**config.mk**
```make
export PLATFORM = sky130hd
export DESIGN_NAME = txn_ckpt_ctrl
export DESIGN_NICKNAME = d
export VERILOG_FILES = /design/src/rtl/txn_pkg.sv /design/src/rtl/txn_lfsr.sv /design/src/rtl/txn_copy_seq.sv /design/src/rtl/txn_backoff.sv /design/src/rtl/txn_ckpt_ctrl.sv
export SDC_FILE = /design/constraint.sdc
export NUM_CORES = 1
export LEC_CHECK = 0
export CORE_ASPECT_RATIO = 1.4
export CORE_MARGIN = 2
export CORE_UTILIZATION = 59
export CTS_BUF_LIST = sky130_fd_sc_hd__clkbuf_4 sky130_fd_sc_hd__clkbuf_8
export CTS_CLUSTER_SIZE = 10
export DETAILED_ROUTE_END_ITERATION = 7
export DONT_BUFFER_PORTS = 1
export PLACE_DENSITY = 0.81
export SYNTH_ARGS = -nofsm -noshare
export SYNTH_HDL_FRONTEND = slang
export SYNTH_SLANG_ARGS = --single-unit
export TNS_END_PERCENT = 1
```
**constraint.sdc**
```tcl
create_clock -name clk -period 9.6 [get_ports clk]
set_clock_uncertainty 0.05 [all_clocks]
set_input_delay 0.48 -clock clk [delete_from_list [all_inputs] [get_ports clk]]
set_output_delay 0.48 -clock clk [all_outputs]
set_load 0.05 [all_outputs]
```
**src/rtl/txn_pkg.sv**
```systemverilog
// Shared types for the transaction checkpoint controller.
// Assumes: one controller per core, states encoded in three bits.
package txn_pkg;
    typedef enum logic [2:0] {
        ST_IDLE    = 3'd0,
        ST_SAVE    = 3'd1,
        ST_RUN     = 3'd2,
        ST_RESTORE = 3'd3,
        ST_BACKOFF = 3'd4,
        ST_WAKE    = 3'd5
    } txn_state_e;
endpackage

```
**src/rtl/txn_lfsr.sv**
```systemverilog
// Free-running Galois LFSR used as the backoff random source.
// Assumes: SEED is non-zero; advances every cycle out of reset.
module txn_lfsr #(
    parameter int          W    = 16,
    parameter logic [W-1:0] TAPS = 16'hB400,
    parameter logic [W-1:0] SEED = 16'hACE1
) (
    input  logic         clk,
    input  logic         rst_n,
    output logic [W-1:0] value
);
    // Shift one step per cycle, folding taps when the output bit is 1.
    always_ff @(posedge clk) begin
        if (!rst_n)        value <= SEED;
        else if (value[0]) value <= (value >> 1) ^ TAPS;
        else               value <= value >> 1;
    end
endmodule

```
**src/rtl/txn_copy_seq.sv**
```systemverilog
// Word index sequencer shared by the checkpoint save and restore phases.
// Assumes: callers only advance it inside a copy phase; it wraps to 0
// after the last word, so every phase starts from index 0.
module txn_copy_seq #(
    parameter int N     = 32,
    parameter int IDX_W = $clog2(N)
) (
    input  logic             clk,
    input  logic             rst_n,
    input  logic             advance,
    output logic [IDX_W-1:0] idx,
    output logic             last
);
    localparam logic [IDX_W-1:0] LAST_IDX = IDX_W'(N - 1);

    assign last = (idx == LAST_IDX);

    // Step the index one word per advancing cycle, wrapping at the end.
    always_ff @(posedge clk) begin
        if (!rst_n)       idx <= '0;
        else if (advance) idx <= last ? '0 : idx + 1'b1;
    end
endmodule

```
**src/rtl/txn_backoff.sv**
```systemverilog
// Backoff length keeper and countdown for one core.
// Assumes: arm fires once at the end of each restore; commit clears
// the doubling history; count_en decrements while waiting.
module txn_backoff #(
    parameter int BW   = 16,
    parameter int LW   = 16,
    parameter int SPAN = 99
) (
    input  logic          clk,
    input  logic          rst_n,
    input  logic [LW-1:0] rand_in,
    input  logic          arm,
    input  logic          commit,
    input  logic          count_en,
    output logic          expired
);
    localparam logic [BW-1:0] SAT_MAX = {BW{1'b1}};

    logic [BW-1:0] delay_q;
    logic [BW-1:0] cnt_q;
    logic          retry_q;
    logic [BW-1:0] first_delay;
    logic [BW:0]   doubled;
    logic [BW-1:0] next_delay;

    // Fresh draw in 1..SPAN, or the previous delay doubled with saturation.
    always_comb begin
        first_delay = BW'(rand_in % LW'(SPAN)) + 1'b1;
        doubled     = {delay_q, 1'b0};
        if (!retry_q)       next_delay = first_delay;
        else if (doubled[BW]) next_delay = SAT_MAX;
        else                next_delay = doubled[BW-1:0];
    end

    assign expired = (cnt_q == BW'(1));

    // Hold delay history and count down the current wait.
    always_ff @(posedge clk) begin
        if (!rst_n) begin
            delay_q <= '0;
            cnt_q   <= '0;
            retry_q <= 1'b0;
        end else begin
            if (arm) begin
                delay_q <= next_delay;
                cnt_q   <= next_delay;
                retry_q <= 1'b1;
            end else if (count_en) begin
                cnt_q <= cnt_q - 1'b1;
            end
            if (commit) retry_q <= 1'b0;
        end
    end
endmodule

```
**src/rtl/txn_ckpt_ctrl.sv**
```systemverilog
// Per-core transaction controller: register checkpoint on start,
// restore plus low-power exponential backoff on conflict, commit on stop.
// Assumes: register file and scratchpad reads are combinational for
// the index presented; the core obeys stall; commands are single writes.
module txn_ckpt_ctrl #(
    parameter int             NREGS      = 32,
    parameter int             XLEN       = 32,
    parameter int             AW         = 16,
    parameter logic [AW-1:0]  CTRL_ADDR  = 16'hFF00,
    parameter int             BACKOFF_W  = 16,
    parameter int             LFSR_W     = 16,
    parameter logic [LFSR_W-1:0] LFSR_TAPS = 16'hB400,
    parameter logic [LFSR_W-1:0] LFSR_SEED = 16'hACE1,
    parameter int             BASE_SPAN  = 99
) (
    input  logic                       clk,
    input  logic                       rst_n,
    input  logic                       ctl_we,
    input  logic [AW-1:0]              ctl_addr,
    input  logic [XLEN-1:0]            ctl_wdata,
    output logic [$clog2(NREGS)-1:0]   rf_raddr,
    input  logic [XLEN-1:0]            rf_rdata,
    output logic                       rf_we,
    output logic [$clog2(NREGS)-1:0]   rf_waddr,
    output logic [XLEN-1:0]            rf_wdata,
    output logic                       sp_we,
    output logic [$clog2(NREGS)-1:0]   sp_addr,
    output logic [XLEN-1:0]            sp_wdata,
    input  logic [XLEN-1:0]            sp_rdata,
    input  logic                       abort_in,
    output logic                       stall,
    output logic                       low_power,
    output logic                       restart,
    output logic                       txn_active
);
    import txn_pkg::*;

    localparam int IDX_W = $clog2(NREGS);

    txn_state_e       state_q, state_d;
    logic             pend_q;
    logic             cmd_hit, start_cmd, stop_cmd;
    logic [IDX_W-1:0] idx;
    logic             idx_last;
    logic             copy_adv;
    logic [LFSR_W-1:0] rnd;
    logic             bo_arm, bo_commit, bo_count, bo_expired;

    // Decode the memory-mapped command word.
    always_comb begin
        cmd_hit   = ctl_we && (ctl_addr == CTRL_ADDR);
        start_cmd = cmd_hit && (ctl_wdata == XLEN'(1));
        stop_cmd  = cmd_hit && (ctl_wdata == '0);
    end

    // Next-state logic of the transaction sequence.
    always_comb begin
        state_d = state_q;
        unique case (state_q)
            ST_IDLE:    if (start_cmd) state_d = ST_SAVE;
            ST_SAVE:    if (idx_last) state_d = (pend_q || abort_in) ? ST_RESTORE : ST_RUN;
            ST_RUN:     if (abort_in) state_d = ST_RESTORE;
                        else if (stop_cmd) state_d = ST_IDLE;
            ST_RESTORE: if (idx_last) state_d = ST_BACKOFF;
            ST_BACKOFF: if (bo_expired) state_d = ST_WAKE;
            ST_WAKE:    state_d = ST_IDLE;
            default:    state_d = ST_IDLE;
        endcase
    end

    // State register and pending-abort latch for conflicts during save.
    always_ff @(posedge clk) begin
        if (!rst_n) begin
            state_q <= ST_IDLE;
            pend_q  <= 1'b0;
        end else begin
            state_q <= state_d;
            if (state_q != ST_SAVE)  pend_q <= 1'b0;
            else if (abort_in)       pend_q <= 1'b1;
        end
    end

    // Control strobes for the sub-blocks.
    always_comb begin
        copy_adv  = (state_q == ST_SAVE) || (state_q == ST_RESTORE);
        bo_arm    = (state_q == ST_RESTORE) && idx_last;
        bo_commit = (state_q == ST_RUN) && stop_cmd && !abort_in;
        bo_count  = (state_q == ST_BACKOFF) && !bo_expired;
    end

    txn_copy_seq #(.N(NREGS), .IDX_W(IDX_W)) u_seq (
        .clk     (clk),
        .rst_n   (rst_n),
        .advance (copy_adv),
        .idx     (idx),
        .last    (idx_last)
    );

    txn_lfsr #(.W(LFSR_W), .TAPS(LFSR_TAPS), .SEED(LFSR_SEED)) u_lfsr (
        .clk   (clk),
        .rst_n (rst_n),
        .value (rnd)
    );

    txn_backoff #(.BW(BACKOFF_W), .LW(LFSR_W), .SPAN(BASE_SPAN)) u_bo (
        .clk      (clk),
        .rst_n    (rst_n),
        .rand_in  (rnd),
        .arm      (bo_arm),
        .commit   (bo_commit),
        .count_en (bo_count),
        .expired  (bo_expired)
    );

    // Port drive for copy paths and core-facing status.
    always_comb begin
        rf_raddr   = idx;
        sp_addr    = idx;
        rf_waddr   = idx;
        sp_we      = (state_q == ST_SAVE);
        sp_wdata   = rf_rdata;
        rf_we      = (state_q == ST_RESTORE);
        rf_wdata   = sp_rdata;
        low_power  = (state_q == ST_BACKOFF);
        restart    = (state_q == ST_WAKE);
        txn_active = (state_q == ST_RUN);
        stall      = (state_q == ST_SAVE) || (state_q == ST_RESTORE) ||
                     (state_q == ST_BACKOFF) || (state_q == ST_WAKE);
    end
endmodule

```
# After elaboration in Yosys (flattened, before gate mapping)
# Index checks and enable logic that the tools add are counted.
# totals
regBits	58
latch_bits	0
ramBits	0
mem_bits_ro	0
inputBits	116
output_inout_bits	85
elab_cells	61
mem_count	0
# op_classes
add_sub_neg	3
mul	0
div	1
order_cmp	0
eq_ne	15
n_shift	0
n_mux	14
n_bitwise	2
n_reduce_logical	19
# ops
operator	n
$mux 16	5
$eq 32x1->1 const B	1
$logic_not 32->1	1
$mux 3	6
$add 16x1->16 const B	1
$eq 16x1->1 const B	1
$eq 16x16->1 const B	1
$mod 16x7->16 const B	1
$sub 16x1->16 const B	1
$pmux 3 s5	1
$logic_and 1x1->1	7
$eq 3x2->1 const B	2
$eq 3x3->1 const B	2
$ne 2x1->1 const B	3
$add 5x1->5 const B	1
$eq 5x5->1 const B	1
$mux 5	1
$reduce_and 5->1	1
$logic_or 1x1->1	4
$not 3->4	1
$reduce_or 2->1	2
$eq 3x1->1 const B	1
$logic_not 3->1	1
$ne 3x1->1 const B	1
other kinds (6)	7

# Longest topological paths before layout
# depth
ltp_word	6
depth_mapped	43
depth_no_buf	37

# Cells and area by module
# From an unflattened synthesis, not the netlist that was laid out.
# hier_totals
cells_unflattened	948
area_unflattened_um2	7003.0
# modules_own_cells
module	instances	cells_per_inst	area_per_inst_um2	seq_area_each_um2
txn_backoff	1	757	5335.1	660.6
txn_ckpt_ctrl	1	130	970.9	80.1
txn_lfsr	1	36	452.9	320.3
txn_copy_seq	1	25	244.0	100.1

# Worst setup path before layout
# OpenSTA, ideal clock, no wires.
# synth_path
path_kind	reg-to-reg
startpoint	reg u_lfsr.value[9]
endpoint	reg u_bo.cnt_q[4]
setup_time_ns	0.125
arrival_time_ns	8.047
required_ns	9.425
setup_slack_ns	1.378
path_stages_with_launch	40
n_path_buf	3
period_less_slack_ns	8.222
cell_sequence	dfxtp_1 -> buf_4 -> a21oi_2 -> nand3_2 -> and4_1 -> buf_2 -> o221a_4 -> or3_4 -> a211oi_2 -> a22oi_2 -> nor4_1 -> nor3_1 -> o21a_2 -> or3_1 -> buf_6 -> nand2_1 -> mux2i_1 -> o32ai_4 -> [4 not listed] -> a21oi_1 -> nor2_1 -> ha_1 -> nor3_1 -> o21ai_1 -> o211ai_2 -> nand3_1 -> nor2b_1 -> ha_1 -> a211oi_2 -> o21ai_4 -> mux2_2 -> ha_1 -> nand3_1 -> a311oi_2 -> xor2_1 -> o211ai_1 -> o21ai_1
# synth_between
elab_chain_len	4
# synth_lines
element	line	source
from (decl)	txn_lfsr.sv:10	output logic [W-1:0] value
from (signal assigned)	txn_lfsr.sv:15	else if (value[0]) value <= (value >> 1) ^ TAPS;
from (signal assigned)	txn_lfsr.sv:16	else value <= value >> 1;
$mod 16x7->16	txn_backoff.sv:28	first_delay = BW'(rand_in % LW'(SPAN)) + 1'b1;
$add 16x1->16	txn_backoff.sv:28	
$mux 16	txn_backoff.sv:30	if (!retry_q) next_delay = first_delay;
$mux 16	txn_backoff.sv:44	if (arm) begin
to (signal assigned)	txn_backoff.sv:46	cnt_q <= next_delay;
to (signal assigned)	txn_backoff.sv:49	cnt_q <= cnt_q - 1'b1;
to (decl)	txn_backoff.sv:20	logic [BW-1:0] cnt_q;
# No other way between the ends.
# A chain may end at the register's enable or synchronous reset.

# Final worst setup path
# Ends and elaborated chain as after synthesis.

==> out/metrics.cfg <==
[status]
status=completed

[timing]
setup_violations=0
tightest_slew_ns=0.9179
maxSlewHeadroom_pct=38.54
clock.fmax_mhz=109.8
report.final.slew_viol_count=0
finalCritPeriodShare_pct=94.85
fin_tns_setup_ns=0
hold_viol_final=0
period_minus_slack_ns=9.106

[clock_tree]
clk_latency_ns=0.34
cts_tree=built
cts_root_buffer=clkbuf_8
path_clk_slew_ns=0.07
cts_made_buffers=9
clk_path_buf_depth=2
htree_levels=3
numClockSinks=58

[yosys]
synth.cell_area_um2=7377
async_reset_ff_share_pct=0
ys.flop_type=dfxtp_1
synthCells=977
ys_warn_count=0
seq_area_frac_synth_pct=15.74
syn_area_per_cell_um2=7.551
yosys.cell_types.count=119
synth_edf_count=0
syn_nets=1100
ys_ff_latch=58

[floorplanning]
ios=201
rows=48
die_w_um=98.51
die_h_um=136.3
die_area_um2=13430
core_area_um2=12250
start_util_pct=60.21

[worst_setup_path]
crit_path_end_kind=flip-flop
critical_path.max_stage_delay_ns=0.47
cp_slowest_cell=a2111oi_4
r2r_start=u_lfsr.value[9]$_SDFF_PN0_
path_common_cell=a21oi_2
cp_data_required_time_ns=9.78
arrival_ns=9.28
crit_type=flip-flop to flip-flop
crit_family=compound AO/OA/AOI/OAI gates
cp.buffers_inverters=1
critPathLaunchType=flip-flop
critPathLaunch=u_lfsr.value[9]$_SDFF_PN0_
path_max_fanout=13

[layout]
fin_nets=1013
drive_gt1_share_pct=16.98
syn_to_final_growth_pct=-1.391
layout.cells.most_common=nand2_1
layout_common_cells=nand2_1, nor2_1, dfxtp_1

[grt]
grt_remaining_overflow=0
grt_pass1_vias=6510
grt_pass1_wl_mm=30.02
grt_max_degree=52
antenna_found_initial=2
grtUsageTotal_pct=26.62

[detailed_routing]
vias_per_cell=6.800
wl_met1_mm=7.319
wl_met2_mm=9.924
vias=7120
top_layer_used=met4
first_iter_violations=470
drc=0
wl_mm=19.10
wl_met3_mm=1.047
antenna_left=0
post_drt_wl_per_cell_um=18.24
drtPass1Iterations=5

[min_path]
min_from=rst_n
hold_class=input port to flip-flop

[placement]
io_buffers=0
gp_congestion=0.9607
dp_hpwl_mm=14.13

[flow_run]
cap_viol_max_count=0

## through the flow
step	cells	utilization, %	area, um2	hold slack, ns	setup WS (ns)
floorplan	977	-	7377	0.3805	1.378
global placement	1020	56.10	6873	0.3903	0.4202
detailed placement	1020	56.10	6873	0.4028	0.2533
CTS	1036	57.61	7058	0.1411	0.2369
global route	1047	59.38	7274	0.1371	-0.01480
finish	1047	59.38	7274	0.1462	0.4943
## synthesized netlist by cell type (10+ instances only)
library cell,count,area (um2)
a211oi_1,10,75.07
a21boi_0,12,90.09
a21oi_1,40,200.2
and2_1,17,106.4
and3_1,12,75.07
buf_2,14,70.07
buf_4,81,608.1
clkbuf_1,21,78.83
dfxtp_1,58,1161
inv_1,24,90.09
nand2_1,106,397.9
nand2b_1,11,68.82
nand3_1,23,115.1
nand4_1,14,87.58
nor2_1,80,300.3
nor3_1,38,190.2
nor4_1,20,125.1
o211ai_1,13,97.59
o21ai_0,36,180.2
o21ai_1,15,75.07
or3_1,12,75.07
xnor2_1,34,297.8
xor2_1,11,96.34
## logic make-up (layout without fill, tap and decap cells)
family / after synthesis / count (layout) / synth area share (%)
AND/OR/NAND/NOR: 395 / 395 / 27.98
AO/OA/AOI/OAI: 302 / 302 / 34.02
buffers and inverters: 150 / 68 / 12.50
flip-flops: 58 / 58 / 15.74
XOR/XNOR: 47 / 47 / 5.784
multiplexers: 15 / 15 / 2.375
adder cells (fa/ha/maj): 10 / 10 / 1.594
other: 0 / 2 / 0
## flip-flops by register name (all words and copies together) (netlist names)
signal        cells
state_q           3
pend_q            1
u_seq.idx         5
u_lfsr.value     16
u_bo.delay_q     16
u_bo.cnt_q       16
u_bo.retry_q      1
## path summary, 6_finish.rpt
check                                 end  slack [ns]  cells after the start
max            u_bo.cnt_q[4]$_SDFFE_PN0P_        0.49                     37
min           u_lfsr.value[10]$_SDFF_PN1_        0.15                      1
max reg2reg    u_bo.cnt_q[4]$_SDFFE_PN0P_        0.49                     37
min reg2reg  u_bo.delay_q[5]$_SDFFE_PN0P_        0.41                      2
## cell type report
cell class / instances / area [um2]
fill: 1140 / 4977
clock buffer: 12 / 158.9
antenna: 2 / 5.005
sequential: 58 / 1176
tap: 150 / 187.7
multi-input combinational: 769 / 5431
timing repair buffer: 25 / 187.7
clock inverter: 4 / 26.28
inverter: 27 / 101.3
## per-layer routing
layer	global-route usage, %	vias up
li1	-	3398
met1	28.81	3353
met2	50.49	307
met3	3.856	62
met4	12.18	0
met5	0	-
## what timing repair did
action / 4_1_cts / 5_1_grt
resized for setup: 0 / 34
hold buffers: 0 / 0
endpoints found under the setup margin: 0 / 24
buffers inserted: 0 / 9
Power is left out: the tool's default activity adds up to more than one toggle a clock period on the data nets, which glitch-free logic cannot reach.
